--- config.mk ---
export PLATFORM = sky130hd
export DESIGN_NAME = nicam_src_mute_ctrl
export DESIGN_NICKNAME = d
export VERILOG_FILES = /design/src/rtl/nicam_src_mute_ctrl.sv
export SDC_FILE = /design/constraint.sdc
export NUM_CORES = 1
export LEC_CHECK = 0
export ABC_AREA = 1
export BUFFER_PORTS_ARGS = -buffer_cell sky130_fd_sc_hd__buf_2
export CORE_ASPECT_RATIO = 1.2
export CORE_MARGIN = 3
export CORE_UTILIZATION = 40
export DETAILED_ROUTE_END_ITERATION = 10
export GPL_TIMING_DRIVEN = 0
export PLACE_DENSITY = 0.67
export SETUP_SLACK_MARGIN = 0.05
export SLEW_MARGIN = 25
export SYNTH_ARGS = -nofsm -noshare
export SYNTH_HDL_FRONTEND = slang
export SYNTH_SLANG_ARGS = --single-unit
--- constraint.sdc ---
create_clock -name clk -period 1.8 [get_ports clk]
set_input_delay 0 -clock clk [delete_from_list [all_inputs] [get_ports clk]]
set_output_delay 0 -clock clk [all_outputs]
set_load 0.03 [all_outputs]
--- src/rtl/nicam_src_mute_ctrl.sv ---
module nicam_src_mute_ctrl #(
  parameter int CNT_W = 4
) (
  input  logic             clk,
  input  logic             rst_n,
  input  logic             frame_tick,
  input  logic             st_frame_lock,
  input  logic             st_err_over,
  input  logic             st_data_only,
  input  logic             st_m1_only,
  input  logic             cfg_rsv_en,
  input  logic [1:0]       cfg_force,
  input  logic             cfg_m1_both,
  input  logic             cfg_gain6,
  input  logic             cfg_dac_mute,
  input  logic             cfg_aux_mute,
  input  logic             cfg_unmute,
  input  logic [CNT_W-1:0] cfg_fail_frames,
  input  logic             tst_unmute_pin,
  output logic [1:0]       src_sel,
  output logic             dac_mute_l,
  output logic             dac_mute_r,
  output logic             aux_mute,
  output logic             gain6_en
);

  localparam logic [1:0] SRC_DAC  = 2'b00;
  localparam logic [1:0] SRC_MONO = 2'b01;
  localparam logic [1:0] SRC_STER = 2'b10;
  localparam int         CW1      = CNT_W + 1;

  logic             s_lock, s_err, s_data, s_m1;
  logic             fail_q;
  logic [CNT_W-1:0] cnt;
  logic             raw_fail, differ, reach;
  logic             auto_mode, unmute_req;
  logic [1:0]       src_nxt;
  logic             auto_l, auto_r;

  always_ff @(posedge clk or negedge rst_n) begin
    if (!rst_n) begin
      s_lock <= 1'b0;
      s_err  <= 1'b0;
      s_data <= 1'b0;
      s_m1   <= 1'b0;
    end else begin
      s_lock <= st_frame_lock;
      s_err  <= st_err_over;
      s_data <= st_data_only;
      s_m1   <= st_m1_only;
    end
  end

  assign raw_fail = !s_lock || s_err;
  assign differ   = raw_fail != fail_q;
  assign reach    = (CW1'(cnt) + CW1'(1)) >= CW1'(cfg_fail_frames);

  always_ff @(posedge clk or negedge rst_n) begin
    if (!rst_n) begin
      fail_q <= 1'b1;
      cnt    <= '0;
    end else if (!differ) begin
      cnt <= '0;
    end else if (frame_tick) begin
      if (reach) begin
        fail_q <= raw_fail;
        cnt    <= '0;
      end else begin
        cnt <= cnt + 1'b1;
      end
    end
  end

  assign auto_mode  = (cfg_force == 2'b00) || (cfg_force == 2'b11);
  assign unmute_req = tst_unmute_pin || cfg_unmute;

  always_comb begin
    if (cfg_force == 2'b01)      src_nxt = SRC_STER;
    else if (cfg_force == 2'b10) src_nxt = SRC_MONO;
    else if (fail_q)             src_nxt = cfg_rsv_en ? SRC_MONO : src_sel;
    else if (s_data)             src_nxt = SRC_MONO;
    else                         src_nxt = SRC_DAC;
  end

  assign auto_l = fail_q || s_data;
  assign auto_r = auto_l || (s_m1 && !cfg_m1_both);

  always_ff @(posedge clk or negedge rst_n) begin
    if (!rst_n) begin
      src_sel    <= SRC_DAC;
      dac_mute_l <= 1'b1;
      dac_mute_r <= 1'b1;
      aux_mute   <= 1'b1;
      gain6_en   <= 1'b0;
    end else begin
      src_sel    <= src_nxt;
      dac_mute_l <= cfg_dac_mute || (auto_l && !unmute_req);
      dac_mute_r <= cfg_dac_mute || (auto_r && !unmute_req);
      aux_mute   <= cfg_aux_mute;
      gain6_en   <= cfg_gain6;
    end
  end

  a_r3_src_hold: assert property (@(posedge clk) disable iff (!rst_n)
    (fail_q && !cfg_rsv_en && auto_mode) |=> src_sel == $past(src_sel));

  a_r5_force_stereo: assert property (@(posedge clk) disable iff (!rst_n)
    (cfg_force == 2'b01) |=> src_sel == SRC_STER);

  a_r8_left_implies_right: assert property (@(posedge clk) disable iff (!rst_n)
    dac_mute_l |-> dac_mute_r);

  a_r9_unmute: assert property (@(posedge clk) disable iff (!rst_n)
    (unmute_req && !cfg_dac_mute) |=> (!dac_mute_l && !dac_mute_r));

  a_r10_gain_follow: assert property (@(posedge clk) disable iff (!rst_n)
    1'b1 |=> gain6_en == $past(cfg_gain6));

  a_r11_flip_on_tick: assert property (@(posedge clk) disable iff (!rst_n)
    !frame_tick |=> $stable(fail_q));

endmodule

==> report_table.html <==
<table>
<tr><th>Metric</th><th>Value</th></tr>
<tr><th colspan="2">Synth</th></tr>
<tr><td>Area of the mapped netlist</td><td>762 um^2</td></tr>
<tr><td>Number of register bits inferred by synthesis</td><td>15</td></tr>
<tr><td>Count of distinct cell types in the synthesized netlist</td><td>19</td></tr>
<tr><td>Number of instances in the synthesized netlist</td><td>86</td></tr>
<tr><td>Total nets after synthesis</td><td>113</td></tr>
<tr><td>Sequential share of the synthesized area</td><td>0.499</td></tr>
<tr><td>Average cell area after synthesis</td><td>8.86 um^2</td></tr>
<tr><td>Synth Warn #</td><td>0</td></tr>
<tr><th colspan="2">Die</th></tr>
<tr><td>Chip width</td><td>45.8 um</td></tr>
<tr><td>Placeable core area</td><td>1720 um^2</td></tr>
<tr><td>Top-Level Pins</td><td>26</td></tr>
<tr><td>Die area</td><td>2470 um^2</td></tr>
<tr><td>Number of cell rows</td><td>16</td></tr>
<tr><td>Vertical die dimension</td><td>53.8 um</td></tr>
<tr><td>Effective utilization at floorplan</td><td>0.443</td></tr>
<tr><th colspan="2">Timing</th></tr>
<tr><td>Setup-failing EPs final</td><td>0</td></tr>
<tr><td>Transition at the pin with the smallest max-transition slack</td><td>0.324 ns</td></tr>
<tr><td>Minimum period implied by the final worst setup slack</td><td>1.71 ns</td></tr>
<tr><td>Setup repair after global routing missed its margin</td><td>true</td></tr>
<tr><td>Worst hold margin</td><td>0.000377 ns</td></tr>
<tr><td>Number of pins with negative max-slew slack in the final report</td><td>0</td></tr>
<tr><td>Top achievable clock speed</td><td>585 MHz</td></tr>
<tr><td>Post-route clock skew</td><td>0.000753 ns</td></tr>
<tr><td>Worst slew margin relative to its limit</td><td>0.784</td></tr>
<tr><td>Ratio of final minimum period to clock period</td><td>0.950</td></tr>
<tr><td>Final Hold Viols</td><td>0</td></tr>
<tr><th colspan="2">Finish</th></tr>
<tr><td>Number of fill cells</td><td>148</td></tr>
<tr><td>Number of inserted diodes</td><td>0</td></tr>
<tr><td>Share of cells above drive strength 1</td><td>0.397</td></tr>
<tr><td>Area of the multi-input gates</td><td>362 um^2</td></tr>
<tr><td>Area of all placed cells without fillers</td><td>1090 um^2</td></tr>
<tr><td>Area added between synthesis and finish</td><td>42.5%</td></tr>
<tr><td># nets final</td><td>154</td></tr>
<tr><td>Storage cell area</td><td>382 um^2</td></tr>
<tr><th colspan="2">Clocking</th></tr>
<tr><td>CTS tree</td><td>yes</td></tr>
<tr><td>Clock latency at the later pin of the worst-skew pair</td><td>0.28 ns</td></tr>
<tr><td>CTS HTree Levels</td><td>1</td></tr>
<tr><td>CTS clk-pin slew, worst paths</td><td>0.09 ns</td></tr>
<tr><td>Clk Tree Root Cell</td><td>sky130_fd_sc_hd__clkbuf_4</td></tr>
<tr><td>CTS Sinks</td><td>15</td></tr>
<tr><td>Total CTS buffers</td><td>3</td></tr>
<tr><td>Maximum clock insertion buffer count</td><td>2</td></tr>
<tr><th colspan="2">Power and ir drop</th></tr>
<tr><td>Leakage power of the design</td><td>0.600 nW</td></tr>
<tr><td>Gate power share</td><td>0.378</td></tr>
<tr><td>Fraction of power spent switching nets</td><td>0.366</td></tr>
<tr><td>Portion of total power attributed to sequential cells</td><td>0.436</td></tr>
<tr><td>Cell Int Power</td><td>0.659 mW</td></tr>
<tr><td>IR Drop Worst-Case VDD</td><td>0.000647 V</td></tr>
<tr><td>Total power divided by cell area</td><td>957 nW/um^2</td></tr>
<tr><td>Clock power frac</td><td>0.185</td></tr>
<tr><td>Design Power</td><td>1.04 mW</td></tr>
<tr><td>Sw Pwr</td><td>0.380 mW</td></tr>
<tr><th colspan="2">Critical path</th></tr>
<tr><td>Delay contributed by the slowest stage of the critical path</td><td>0.46 ns</td></tr>
<tr><td>CP Launch Point</td><td>cnt[0]$_DFFE_PN0P_</td></tr>
<tr><td>Worst path cell trace</td><td>ha_4 &gt; xor2_2 &gt; ha_1 &gt; nand2_1 &gt; inv_1 &gt; nand2_1 &gt; nand2_1 &gt; nand2_2 &gt; nand2_4 &gt; nand2_2 &gt; nand2_1 &gt; nand2_1</td></tr>
<tr><td>Arr. time, crit path</td><td>1.93 ns</td></tr>
<tr><td>Worst flop-to-flop path endpoint</td><td>fail_q$_DFFE_PN1P_</td></tr>
<tr><td>Top fanout value on the critical path</td><td>6</td></tr>
<tr><td>Worst reg2reg path startpoint</td><td>cnt[0]$_DFFE_PN0P_</td></tr>
<tr><td>Slowest CP cell</td><td>sky130_fd_sc_hd__dfrtp_2</td></tr>
<tr><td>Critical Path Most Common Cell</td><td>sky130_fd_sc_hd__nand2_1</td></tr>
<tr><td>Type of destination of the critical path</td><td>flip-flop</td></tr>
<tr><td>Setup crit start kind</td><td>flip-flop</td></tr>
<tr><td>Type of the setup path with the least slack</td><td>reg2reg</td></tr>
<tr><td>Depth of the worst register-to-register path</td><td>12</td></tr>
<tr><td>Register-to-Register Setup Slack</td><td>0.09 ns</td></tr>
<tr><td>CP Data Required Time</td><td>2.02 ns</td></tr>
<tr><td>Capturing instance or port of the critical path</td><td>fail_q$_DFFE_PN1P_</td></tr>
<tr><th colspan="2">Drt</th></tr>
<tr><td>DRC Markers</td><td>0</td></tr>
<tr><td>DR iter-0 viols</td><td>2</td></tr>
<tr><td>Count of TritonRoute iterations in the first routing pass</td><td>5</td></tr>
<tr><td>Vias per cell</td><td>4.65</td></tr>
<tr><td>Average detailed-routed wire length per instance</td><td>11.4 um</td></tr>
<tr><td>Final antenna-violating net count</td><td>0</td></tr>
<tr><td>Wirelength, routed</td><td>1.65 mm</td></tr>
<tr><td>Detailed-route via count</td><td>669</td></tr>
<tr><th colspan="2">Placement</th></tr>
<tr><td>Placer Congestion</td><td>0.756</td></tr>
<tr><td>PortBufs</td><td>25</td></tr>
<tr><td>Detailed placer's ending HPWL</td><td>1.07 mm</td></tr>
<tr><td>Cell area after placement</td><td>910 um^2</td></tr>
<tr><th colspan="2">Global routing</th></tr>
<tr><td>Global route overflow</td><td>0</td></tr>
<tr><td>Antenna violations before repair</td><td>0</td></tr>
<tr><td>First-pass GRT wire length</td><td>2.42 mm</td></tr>
<tr><td>Total routing usage reported by global routing</td><td>0.139</td></tr>
<tr><td>Number of global-route vias before repair</td><td>622</td></tr>
<tr><td>Pin count of the biggest net entering global routing</td><td>16</td></tr>
<tr><th colspan="2">Worst hold path</th></tr>
<tr><td>Hold path start</td><td>frame_tick</td></tr>
<tr><td>Worst Hold Class</td><td>in2reg</td></tr>
<tr><th colspan="2">Outcome</th></tr>
<tr><td>Result of the run</td><td>finished clean</td></tr>
<tr><th colspan="2">Flow run</th></tr>
<tr><td>Count of max-cap constraint violations</td><td>0</td></tr>
</table>
## sequential cells by signal, summed over array words and instances (netlist names)
| register | count |
|---|---|
| s_data | 1 |
| src_sel | 2 |
| fail_q | 1 |
| s_m1 | 1 |
| gain6_en | 1 |
| dac_mute_r | 1 |
| aux_mute | 1 |
| s_lock | 1 |
| dac_mute_l | 1 |
| s_err | 1 |
| cnt | 4 |
## stage by stage
| stage | setup slack [ns] | util | TNS (ns) | instances |
|---|---|---|---|---|
| 2_1_floorplan | 0.174 | - | 0 | 86 |
| 3_3_place_gp | 0.0363 | 0.528 | 0 | 129 |
| 3_5_place_dp | 0.0145 | 0.528 | 0 | 129 |
| 4_1_cts | 0.0527 | 0.600 | 0 | 142 |
| 5_1_grt | -0.000608 | 0.631 | -0.000608 | 144 |
| 6_report | 0.0907 | 0.631 | 0 | 144 |
## cells in the mapped netlist
| cell | count | area, um^2 |
|---|---|---|
| sky130_fd_sc_hd__a21oi_1 | 1 | 5.00 |
| sky130_fd_sc_hd__a31o_2 | 1 | 8.76 |
| sky130_fd_sc_hd__dfrtp_1 | 11 | 275 |
| sky130_fd_sc_hd__dfstp_2 | 4 | 105 |
| sky130_fd_sc_hd__ha_1 | 7 | 87.6 |
| sky130_fd_sc_hd__inv_1 | 16 | 60.1 |
| sky130_fd_sc_hd__inv_2 | 1 | 3.75 |
| sky130_fd_sc_hd__nand2_1 | 25 | 93.8 |
| sky130_fd_sc_hd__nand2_2 | 1 | 6.26 |
| sky130_fd_sc_hd__nand3_1 | 3 | 15.0 |
| sky130_fd_sc_hd__nand3b_1 | 1 | 7.51 |
| sky130_fd_sc_hd__nor2_1 | 6 | 22.5 |
| sky130_fd_sc_hd__nor2_2 | 1 | 6.26 |
| sky130_fd_sc_hd__nor2_4 | 1 | 11.3 |
| sky130_fd_sc_hd__o21ai_0 | 1 | 5.00 |
| sky130_fd_sc_hd__o21ai_1 | 3 | 15.0 |
| sky130_fd_sc_hd__o21ai_2 | 1 | 8.76 |
| sky130_fd_sc_hd__xnor2_2 | 1 | 16.3 |
| sky130_fd_sc_hd__xor2_1 | 1 | 8.76 |
## power groups by stage
stage               registers [mW]  clock network (mW)  logic (mW)
floorplan                    0.476                   0       0.186
detailed placement           0.450                   0       0.300
CTS                          0.444               0.200       0.328
global placement             0.448                   0       0.294
finish                       0.453               0.193       0.393
global route                 0.463               0.212       0.436
## cells by family after synthesis
group,synth area share
simple gates,0.213
buf+inv,0.0837
flops,0.499
compound gates,0.0558
fa+ha+maj,0.115
xor+xnor,0.0328
## layout by cell type (no fill, tap or decap), types with 4 or more instances in the layout
master	n
sky130_fd_sc_hd__buf_2	25
sky130_fd_sc_hd__dfrtp_1	10
sky130_fd_sc_hd__dfstp_2	4
sky130_fd_sc_hd__dlygate4sd3_1	9
sky130_fd_sc_hd__ha_1	6
sky130_fd_sc_hd__inv_1	16
sky130_fd_sc_hd__nand2_1	22
sky130_fd_sc_hd__nor2_1	6
## area by class of cell
class,instances,share of cell area
repair buffers,36,0.212
multi-input cells,54,0.333
inverters,17,0.0588
clock buffers,4,0.0242
flip-flops and latches,15,0.351
well taps,18,0.0207
## per-layer routing
metal  global-route usage  up-vias  wire (um)
met5                    0        -          0
met3               0.0368        2         80
met2                0.245       21        924
met1                0.149      308        630
met4               0.0711        0         12
li1                     -      338          -
## repair_timing
item / CTS / global route
buffers inserted: 0 / 2
hold buffers: 9 / 0
pin swaps: 1 / 5
endpoints found under the setup margin: 5 / 5
resized for setup: 2 / 9
hold endpoints to repair: 22 / 0
## critical path: cells and delay by family, from the launching register on
family | cells | cell delay [ns]
DFF | 1 | 0.46
and+or+nand+nor | 8 | 0.50
xor gates and xnor gates | 1 | 0.15
adders and majority gates | 2 | 0.51
buffers and inverters | 1 | 0.05
## how the worst min path moves through the flow
stage | to | slack [ns] | cells past startpoint
2_1_floorplan | cnt[0]$_DFFE_PN0P_ | -0.30 | 0
3_3_place_gp | s_m1$_DFF_PN0_ | -0.09 | 1
3_5_place_dp | s_m1$_DFF_PN0_ | -0.08 | 1
4_1_cts | cnt[2]$_DFFE_PN0P_ | 0.001 | 4
5_1_grt | cnt[2]$_DFFE_PN0P_ | 0.01 | 4
6_report | cnt[2]$_DFFE_PN0P_ | 0.0004 | 4
Note: power is estimated with default switching activity, not from simulation.
